### src/rtl/pbus_lat_pkg.sv
package pbus_lat_pkg;
  typedef enum logic [1:0] {
    RSP_NONE  = 2'd0,
    RSP_OKAY  = 2'd1,
    RSP_FAULT = 2'd2
  } rsp_kind_e;
endpackage

### src/rtl/pbus_lat_stall.sv
module pbus_lat_stall #(
  parameter int CFG_W     = 3,
  parameter int MAX_STALL = 4
) (
  input  logic             clk,
  input  logic             rst_n,
  input  logic             cyc_i,
  input  logic             stb_i,
  input  logic [CFG_W-1:0] cfg_i,
  output logic             stall_o,
  output logic             accept_o
);
  localparam logic [CFG_W-1:0] CAP = CFG_W'(MAX_STALL - 1);

  logic [CFG_W-1:0] wait_q, wait_d, limit;
  logic             req;

  assign req = cyc_i & stb_i;

  always_comb begin
    limit = (cfg_i > CAP) ? CAP : cfg_i;
  end

  assign stall_o  = req & (wait_q < limit);
  assign accept_o = req & ~stall_o;

  always_comb begin
    if (req && stall_o) wait_d = wait_q + 1'b1;
    else                wait_d = '0;
  end

  always_ff @(posedge clk or negedge rst_n) begin
    if (!rst_n) wait_q <= '0;
    else        wait_q <= wait_d;
  end
endmodule

### src/rtl/pbus_lat_regs.sv
module pbus_lat_regs #(
  parameter int DEPTH  = 40,
  parameter int ADDR_W = 6,
  parameter int DATA_W = 32
) (
  input  logic                  clk,
  input  logic                  rst_n,
  input  logic                  wr_en_i,
  input  logic [ADDR_W-1:0]     adr_i,
  input  logic [DATA_W/8-1:0]   sel_i,
  input  logic [DATA_W-1:0]     wdat_i,
  output logic [DATA_W-1:0]     rdat_o,
  output logic                  in_range_o
);
  localparam int NB = DATA_W / 8;

  logic [DATA_W-1:0] words [DEPTH];

  assign in_range_o = ({1'b0, adr_i} < (ADDR_W+1)'(DEPTH));

  for (genvar w = 0; w < DEPTH; w++) begin : g_word
    logic [DATA_W-1:0] word_q, word_d;
    logic              hit;

    assign hit = wr_en_i && (adr_i == ADDR_W'(w));

    always_comb begin
      word_d = word_q;
      for (int b = 0; b < NB; b++) begin
        if (hit && sel_i[b]) word_d[b*8 +: 8] = wdat_i[b*8 +: 8];
      end
    end

    always_ff @(posedge clk or negedge rst_n) begin
      if (!rst_n)   word_q <= '0;
      else if (hit) word_q <= word_d;
    end

    assign words[w] = word_q;
  end

  always_comb begin
    rdat_o = '0;
    for (int w = 0; w < DEPTH; w++) begin
      if (adr_i == ADDR_W'(w)) rdat_o = words[w];
    end
  end
endmodule

### src/rtl/pbus_lat_pipe.sv
module pbus_lat_pipe
  import pbus_lat_pkg::*;
#(
  parameter int LATENCY = 2,
  parameter int DATA_W  = 32
) (
  input  logic              clk,
  input  logic              rst_n,
  input  logic              cyc_i,
  input  logic              push_i,
  input  logic              fault_i,
  input  logic [DATA_W-1:0] pdat_i,
  output logic              ack_o,
  output logic              err_o,
  output logic [DATA_W-1:0] rdat_o
);
  if (LATENCY == 0) begin : g_direct
    assign ack_o  = cyc_i & push_i & ~fault_i;
    assign err_o  = cyc_i & push_i &  fault_i;
    assign rdat_o = pdat_i;
  end else begin : g_stages
    rsp_kind_e         kind_q [LATENCY];
    rsp_kind_e         kind_d [LATENCY];
    logic [DATA_W-1:0] data_q [LATENCY];
    logic [DATA_W-1:0] data_d [LATENCY];

    always_comb begin
      if (!cyc_i || !push_i) kind_d[0] = RSP_NONE;
      else if (fault_i)      kind_d[0] = RSP_FAULT;
      else                   kind_d[0] = RSP_OKAY;
      data_d[0] = pdat_i;
      for (int i = 1; i < LATENCY; i++) begin
        kind_d[i] = cyc_i ? kind_q[i-1] : RSP_NONE;
        data_d[i] = data_q[i-1];
      end
    end

    always_ff @(posedge clk or negedge rst_n) begin
      if (!rst_n) begin
        for (int i = 0; i < LATENCY; i++) begin
          kind_q[i] <= RSP_NONE;
          data_q[i] <= '0;
        end
      end else begin
        for (int i = 0; i < LATENCY; i++) begin
          kind_q[i] <= kind_d[i];
          if (kind_d[i] != RSP_NONE) data_q[i] <= data_d[i];
        end
      end
    end

    assign ack_o  = cyc_i && (kind_q[LATENCY-1] == RSP_OKAY);
    assign err_o  = cyc_i && (kind_q[LATENCY-1] == RSP_FAULT);
    assign rdat_o = data_q[LATENCY-1];
  end
endmodule

### src/rtl/pbus_lat_slave.sv
module pbus_lat_slave #(
  parameter int ADDR_W    = 6,
  parameter int DATA_W    = 32,
  parameter int DEPTH     = 40,
  parameter int LATENCY   = 2,
  parameter int MAX_STALL = 4,
  parameter int CFG_W     = 3
) (
  input  logic                clk,
  input  logic                rst_n,
  input  logic                cyc_i,
  input  logic                stb_i,
  input  logic                we_i,
  input  logic [ADDR_W-1:0]   adr_i,
  input  logic [DATA_W-1:0]   dat_i,
  input  logic [DATA_W/8-1:0] sel_i,
  input  logic [CFG_W-1:0]    stall_cfg_i,
  output logic                stall_o,
  output logic                ack_o,
  output logic                err_o,
  output logic [DATA_W-1:0]   dat_o
);
  logic [1:0]        rst_sync_q;
  logic              rst_int_n;
  logic              accept, in_range, wr_en;
  logic [DATA_W-1:0] rd_word, rsp_dat, hold_q;

  always_ff @(posedge clk or negedge rst_n) begin
    if (!rst_n) rst_sync_q <= 2'b00;
    else        rst_sync_q <= {rst_sync_q[0], 1'b1};
  end
  assign rst_int_n = rst_sync_q[1];

  pbus_lat_stall #(.CFG_W(CFG_W), .MAX_STALL(MAX_STALL)) u_stall (
    .clk(clk), .rst_n(rst_int_n), .cyc_i(cyc_i), .stb_i(stb_i),
    .cfg_i(stall_cfg_i), .stall_o(stall_o), .accept_o(accept)
  );

  assign wr_en = accept & we_i & in_range;

  pbus_lat_regs #(.DEPTH(DEPTH), .ADDR_W(ADDR_W), .DATA_W(DATA_W)) u_regs (
    .clk(clk), .rst_n(rst_int_n), .wr_en_i(wr_en), .adr_i(adr_i),
    .sel_i(sel_i), .wdat_i(dat_i), .rdat_o(rd_word), .in_range_o(in_range)
  );

  pbus_lat_pipe #(.LATENCY(LATENCY), .DATA_W(DATA_W)) u_pipe (
    .clk(clk), .rst_n(rst_int_n), .cyc_i(cyc_i), .push_i(accept),
    .fault_i(~in_range), .pdat_i(rd_word),
    .ack_o(ack_o), .err_o(err_o), .rdat_o(rsp_dat)
  );

  always_ff @(posedge clk or negedge rst_int_n) begin
    if (!rst_int_n)  hold_q <= '0;
    else if (ack_o)  hold_q <= rsp_dat;
  end

  assign dat_o = ack_o ? rsp_dat : hold_q;
endmodule

### config.mk
export PLATFORM = sky130hd
export DESIGN_NAME = pbus_lat_slave
export DESIGN_NICKNAME = d
export VERILOG_FILES = /design/src/rtl/pbus_lat_pkg.sv /design/src/rtl/pbus_lat_stall.sv /design/src/rtl/pbus_lat_regs.sv /design/src/rtl/pbus_lat_pipe.sv /design/src/rtl/pbus_lat_slave.sv
export SDC_FILE = /design/constraint.sdc
export NUM_CORES = 2
export LEC_CHECK = 0
export BUFFER_PORTS_ARGS = -buffer_cell sky130_fd_sc_hd__buf_2
export CAP_MARGIN = 20
export CELL_PAD_IN_SITES_DETAIL_PLACEMENT = 1
export CELL_PAD_IN_SITES_GLOBAL_PLACEMENT = 2
export CORE_ASPECT_RATIO = 0.5
export CORE_MARGIN = 2
export CORE_UTILIZATION = 30
export CTS_CLUSTER_SIZE = 28
export DETAILED_ROUTE_END_ITERATION = 12
export PLACE_DENSITY = 0.62
export SLEW_MARGIN = 15
export SYNTH_ARGS = -nofsm -noshare
export SYNTH_HDL_FRONTEND = slang
export SYNTH_SLANG_ARGS = --single-unit
### constraint.sdc
create_clock -name clk -period 44 [get_ports clk]
set_input_delay 2.2 -clock clk [delete_from_list [all_inputs] [get_ports clk]]
set_output_delay 2.2 -clock clk [all_outputs]
set_load 0.05 [all_outputs]
# Word-level counts from Yosys, hierarchy flattened
# Cells that the tools add are included.
# word_totals
register_bits	1385
out_inout_bits	35
# op_classes
add_sub_neg	1
n_lt_le_gt_ge	3
eq_ne	41
n_mux	46
n_bitwise	6
n_reduce_logical	369
# ops
cell	count
two-way mux 32 bit	41
AND reduction 2 bit	160
logical AND 1 bit	203
== test 6 x 5 -> 1 bit, second input constant	16
== test 6 x 4 -> 1 bit, second input constant	8
== test 6 bit, second input constant	8
== test 6 x 3 -> 1 bit, second input constant	4
== test 6 x 2 -> 1 bit, second input constant	2
== test 6 x 1 -> 1 bit, second input constant	1
logical NOT 6 bit	1
< comparator 6 bit, second input constant	1
two-way mux 2 bit	3
two-way mux 3 bit	2
bitwise AND 1 bit	5
nonzero test 2 bit	2
adder 3 x 1 -> 3 bit, second input constant	1
> comparator 3 x 2 -> 1 bit, second input constant	1
< comparator 3 bit	1
== test 2 x 1 -> 1 bit, second input constant	1
== test 2 bit, second input constant	1
logical NOT 1 bit	2
logical OR 1 bit	1
NOT 1 bit	1

# Logic depth before layout (Yosys ltp)
# logic_depth
depth_word	41
mapped_depth	12
mapped_depth_nobuf	8

# Modules after synthesis
# Synthesis repeated with hierarchy kept, for this count alone.
# unflattened
hier_cells	4902
hier_area_um2	63554.7
# modules_own_cells
mod	instances	cells_per_inst	area_each_um2
pbus_lat_regs	1	4662	59412.0
pbus_lat_pipe	1	147	2543.7
pbus_lat_slave	1	73	1408.9
pbus_lat_stall	1	20	190.2

# Worst setup path before layout
# No wires, ideal clock.
# synth_timing
kind	input -> output
from	in cyc_i
to	out dat_o[22]
arrival_time_ns	3.625
required_ns	41.800
setup_slack_ns	38.175
path_stages	5
path_buffers	1
cell_sequence	nand3b_1 -> inv_1 -> buf_1 -> nand2_1 -> nand2_1
# synth_between
elab_chain_cells	2
# synth_lines
item	line_no	source
from (decl)	pbus_lat_slave.sv:11	input logic cyc_i,
logical AND 1 bit	pbus_lat_pipe.sv:52	assign ack_o = cyc_i && (kind_q[LATENCY-1] == RSP_OKAY);
net ack_o	pbus_lat_slave.sv:19	output logic ack_o,
two-way mux 32 bit	pbus_lat_slave.sv:57	assign dat_o = ack_o ? rsp_dat : hold_q;
to (decl)	pbus_lat_slave.sv:21	output logic [DATA_W-1:0] dat_o
# The timed path passes the listed nets, and every way through them passes these cells.

# Worst setup path after layout
# layout_timing
from	in adr_i[1]
to	reg u_pipe.g_stages.data_q, in the netlist u_pipe.g_stages.data_d[23]
# layout_between
elab_chain_cells	41
# layout_lines
item	line_no	source
from (decl)	pbus_lat_slave.sv:14	input logic [ADDR_W-1:0] adr_i,
logical NOT 6 bit	pbus_lat_regs.sv:45	if (adr_i == ADDR_W'(w)) rdat_o = words[w];
two-way mux 32 bit (40 in a row)	pbus_lat_regs.sv:45	
to (signal, indexed assignment)	pbus_lat_pipe.sv:47	if (kind_d[i] != RSP_NONE) data_q[i] <= data_d[i];
to (decl)	pbus_lat_pipe.sv:24	logic [DATA_W-1:0] data_q [LATENCY];
# Several ways; a longest one is shown, not always the timed one.
# A chain may end at the register's enable or synchronous reset.

==> run summary <==
The flow ran to the end, and the final reports show no timing, DRC or antenna violations. The worst setup path is launched from an input port. The number of gates resized after CTS was 0. The tools report the largest net degree at the start of global routing as 165. The TritonCTS sink count came out at 1385.

For the standard cell area after detailed placement, the log shows 65630 sq um. After detailed routing, the average wire length per cell comes to 30.27 um. The post-synthesis register bit count was 1385; the power dissipated by switching net loads was 672.3 uW. For the initial antenna violation count, the log shows 21. The finished cells cover 70650 sq um. The tree is rooted in a clkbuf_16. In this run, flip-flops and latches consume 47.7% of the power.

Hold timing on the final database bottoms out at a slack of 0.3522 ns. After the last flow step, the layout net total stands at 4889. The ratio of cells with drive above 1 in the final layout was 38.09%; the total power density per cell area was 38.62 nW/um^2. The critical path is of the in -> reg type.

The number of setup buffers added after CTS is 0. Dividing the final minimum period by the clock period gives 14.76%. The die is 326.1 um tall. The overall power consumption was 2.729 mW; the horizontal die dimension was 648.2 um. The via density per instance is 5.608.

Worst setup path startpoint: adr_i[1]. The final critical path time including I/O delays and setup is 6.496 ns, and the worst-case vdd ir drop is 0.03072 mV. After technology mapping, the gate count stands at 4837. The tool flagged a number of max-cap violations equal to 0.

The clock group share of total power came out at 46.8%. The initial detailed-routing violation count is 3817. Setup repair after global routing left no endpoint under its margin. The final count of pins violating max slew was 0; the via count was 43270. After detailed routing, the total wire length is 233.5 mm. Number of global-route vias before repair: 45880. In this run the critical register-to-register path is launched from rst_sync_q[1].

In this run switching power makes up 24.64% of total power. Across all setup checks in the final design, the least slack found is 37.50 ns. The clock tree synthesis step divided the H-tree into 4 levels. The average size of a mapped cell is 12.87 sq um. The first-pass GRT wire length is 340.6 mm, and the tightest slew margin relative to the limit is 13.59%.

In the synthesized netlist the dominant register cell turns out to be dfrtp_1. For this run, asynchronously set or reset flops after synthesis account for 100.0%. The slew of the pin with the lowest slew margin is 1.279 ns.

The tools report the post-detailed-route DRC marker count as 0. The number of clock buffers inserted by TritonCTS came out at 145. The data arrival time of the worst path came out at 7.11 ns.

The total count of hold-check failures in the final report was 0. The number of buffers between clock root and the deepest sink was 3. The first detailed-routing pass ran for 6 iterations. Setup total negative slack on the finished layout was measured at 0 ns.

The minimum setup slack after placement was 36.83 ns. The classification of the worst-slack hold path is reg -> reg. From synthesis to final layout, the design area changed by 13.49%.

The post-synthesis cell type count is 85, and the area of the die is 211400 sq um. Global routing used 21.95% of the available tracks. The run gives 7715 as the number of cells in the finished layout apart from fillers.

The capturing element type of the critical path is a register. The count of buffers inserted at the top-level ports was 84. The total area inside the core boundary comes to 206600 sq um. Along the worst path, the maximum fanout reaches 67.

The achievable frequency is 0.1539 GHz. After global routing the overflow that remains totals 0. In this run the static leakage power is 34.52 nW. Between clock sinks in the finished design, the worst skew comes to 0.02379 ns. The tools report the post-layout utilization of the core as 34.20%. The detail route stage leaves a number of antenna-violating nets equal to 0. The number of ports placed on the die boundary was 85; the initial core utilization was 30.14%. The part of the Yosys area used for sequential elements is 55.67%, and the logic gate share of total power is 5.5%. After clock tree synthesis, the clock-pin slew on the worst setup and hold paths is 0.06 ns.

The logs give 21740 for the filler cell count in the final layout and 7440 for the number of placed instances with taps included. After synthesis the cells add up to 62250 sq um. The half-perimeter wire length after detailed placement is 154.1 mm.

The worst hold path begins at rst_sync_q[0]. The number of buffers added to fix hold violations after cts is 0. The count of flip-flops with a built-in enable after synthesis was 0; the count of yosys warnings during synthesis was 0. Cell internal power was estimated by the tool at 2.056 mW. For the final-report setup violation count, the log shows 0.

At the worst endpoint, the required time is 44.62 ns. The run gives 118 as the row count. Placer's final routability congestion estimate: 0.8389. TritonCTS built the clock tree.

The clock reaches the later pin of the worst-skew pair after 0.80 ns.
==> layout make-up <==
class                           count  area [sq um]  share of cell area [%]
Antenna cell                        6         15.01                 0.02125
Clock buffer                      217          4315                   6.108
Clock inverter                     43         504.2                  0.7137
Inverter                            6         22.52                 0.03188
Multi-Input combinational cell   3092         26170                   37.04
Sequential cell                  1385         34660                   49.06
Tap cell                         2760          3453                   4.888
Timing Repair Buffer              206          1511                   2.139
==> metal layers <==
layer  part of all wire, %  vias up  global-route usage [%]
met5                0.0073        -                       0
met4                   2.8        2                   6.578
met3                   5.1      336                   2.990
met2                    45     1223                   34.14
met1                    47    23690                   31.72
li1                      -    18020                       -
==> registers in the layout (all words and copies together), names as in the netlist <==
| name | count |
|---|---|
| u_regs.g_word.word_q | 1280 |
| hold_q | 32 |
| u_pipe.g_stages.data_d | 32 |
| u_pipe.rdat_o | 32 |
| u_pipe.g_stages.kind_q | 4 |
| u_stall.wait_q | 3 |
| rst_sync_q | 2 |
==> path summary, 6_finish.rpt <==
| kind | endpoint | slack [ns] | cells after the start |
|---|---|---|---|
| worst min-delay path | rst_sync_q[1] | 0.35 | 0 |
| min in group asynchronous | u_regs.g_word[3].word_q[10] | 0.45 | 0 |
| worst max-delay path | u_pipe.g_stages.data_d[23] | 37.50 | 9 |
| worst max register to register | u_regs.g_word[37].word_q[25] | 37.87 | 7 |
| worst min register to register | rst_sync_q[1] | 0.35 | 0 |
| max in group asynchronous | u_regs.g_word[37].word_q[25] | 37.87 | 7 |
==> power groups by stage <==
stage	sequential [mW]	combinational (mW)	clock (mW)
2_1_floorplan	1.34	0.0635	0
3_3_place_gp	1.32	0.145	0
3_5_place_dp	1.33	0.148	0
4_1_cts	1.30	0.148	1.31
5_1_grt	1.30	0.161	1.36
6_report	1.30	0.150	1.28
==> logic make-up after synthesis <==
| kind of cell | synth area share (%) |
|---|---|
| adders and majority gates | 0.06030 |
| muxes | 26.28 |
| DFF | 55.67 |
| xor gates and xnor gates | 0.01407 |
| AOI/OAI and AO/OA | 9.497 |
| and+or+nand+nor | 5.911 |
| other | 0.006024 |
| buffers and inverters | 2.555 |
==> placed cells by master, fill, tap and decap left out, drive strengths merged, types with 7 or more instances in the layout <==
| cell | n |
|---|---|
| nand2b | 7 |
| bufinv | 10 |
| nand2 | 356 |
| nand3 | 36 |
| a31oi | 27 |
| o2bb2ai | 11 |
| a221oi | 46 |
| mux4 | 23 |
| nand4 | 16 |
| nor4 | 33 |
| nor3 | 66 |
| a21o | 19 |
| o221ai | 22 |
| inv | 11 |
| clkbuf | 219 |
| a21oi | 140 |
| buf | 204 |
| mux2 | 1351 |
| o211ai | 25 |
| mux2i | 63 |
| o22ai | 175 |
| a222oi | 20 |
| dfrtp | 1385 |
| a211o | 7 |
| or3 | 17 |
| o21ai | 138 |
| a2111oi | 8 |
| or4 | 15 |
| o2111ai | 8 |
| a211oi | 36 |
| nor2b | 9 |
| a221o | 16 |
| a22oi | 107 |
| clkinv | 27 |
| and3 | 17 |
| a22o | 18 |
| nor2 | 173 |
==> worst max-delay path: stages <==
cell and delay (ns):
buf_6 0.47, buf_12 0.41, or2_2 0.98, nor2_1 0.50, buf_4 0.36, a222oi_1 0.37, nand4_1 0.40, a211oi_1 1.06
o21ai_1 0.18
==> Yosys cell counts, types with 8 or more instances <==
master     number  area (sq um)
or4_1          15         112.6
o211ai_1       25         187.7
a22oi_1       107         803.3
nand3_1        36         180.2
nand2_1       336          1261
or3_1          17         106.4
mux2i_1        63         630.6
a211oi_1       33         247.7
o2111ai_1       8         70.07
nand4_1        16         100.1
nor2_1        162         608.1
a31oi_1        27         168.9
a22o_1         18         157.7
o22ai_1       175          1095
nor4_1         32         200.2
o21ai_0       124         620.6
a221oi_1       46         402.9
o21ai_1        13         65.06
a222oi_1       20         200.2
nor3_1         66         330.3
buf_1          16         60.06
o221ai_1       22         192.7
mux4_2         23         518.0
dfrtp_1      1385         34660
buf_2         103         515.5
nand2_2        20         125.1
nor2b_1         9         56.30
mux2_2       1351         15210
a21oi_1       139         695.7
o2bb2ai_1      11         96.34
clkbuf_1      212         795.8
a221o_1        16         160.2
and3_1         17         106.4
a21o_1         19         142.6
buf_4          18         135.1
nor2_2         10         62.56
(Power assumes the default switching activity.)
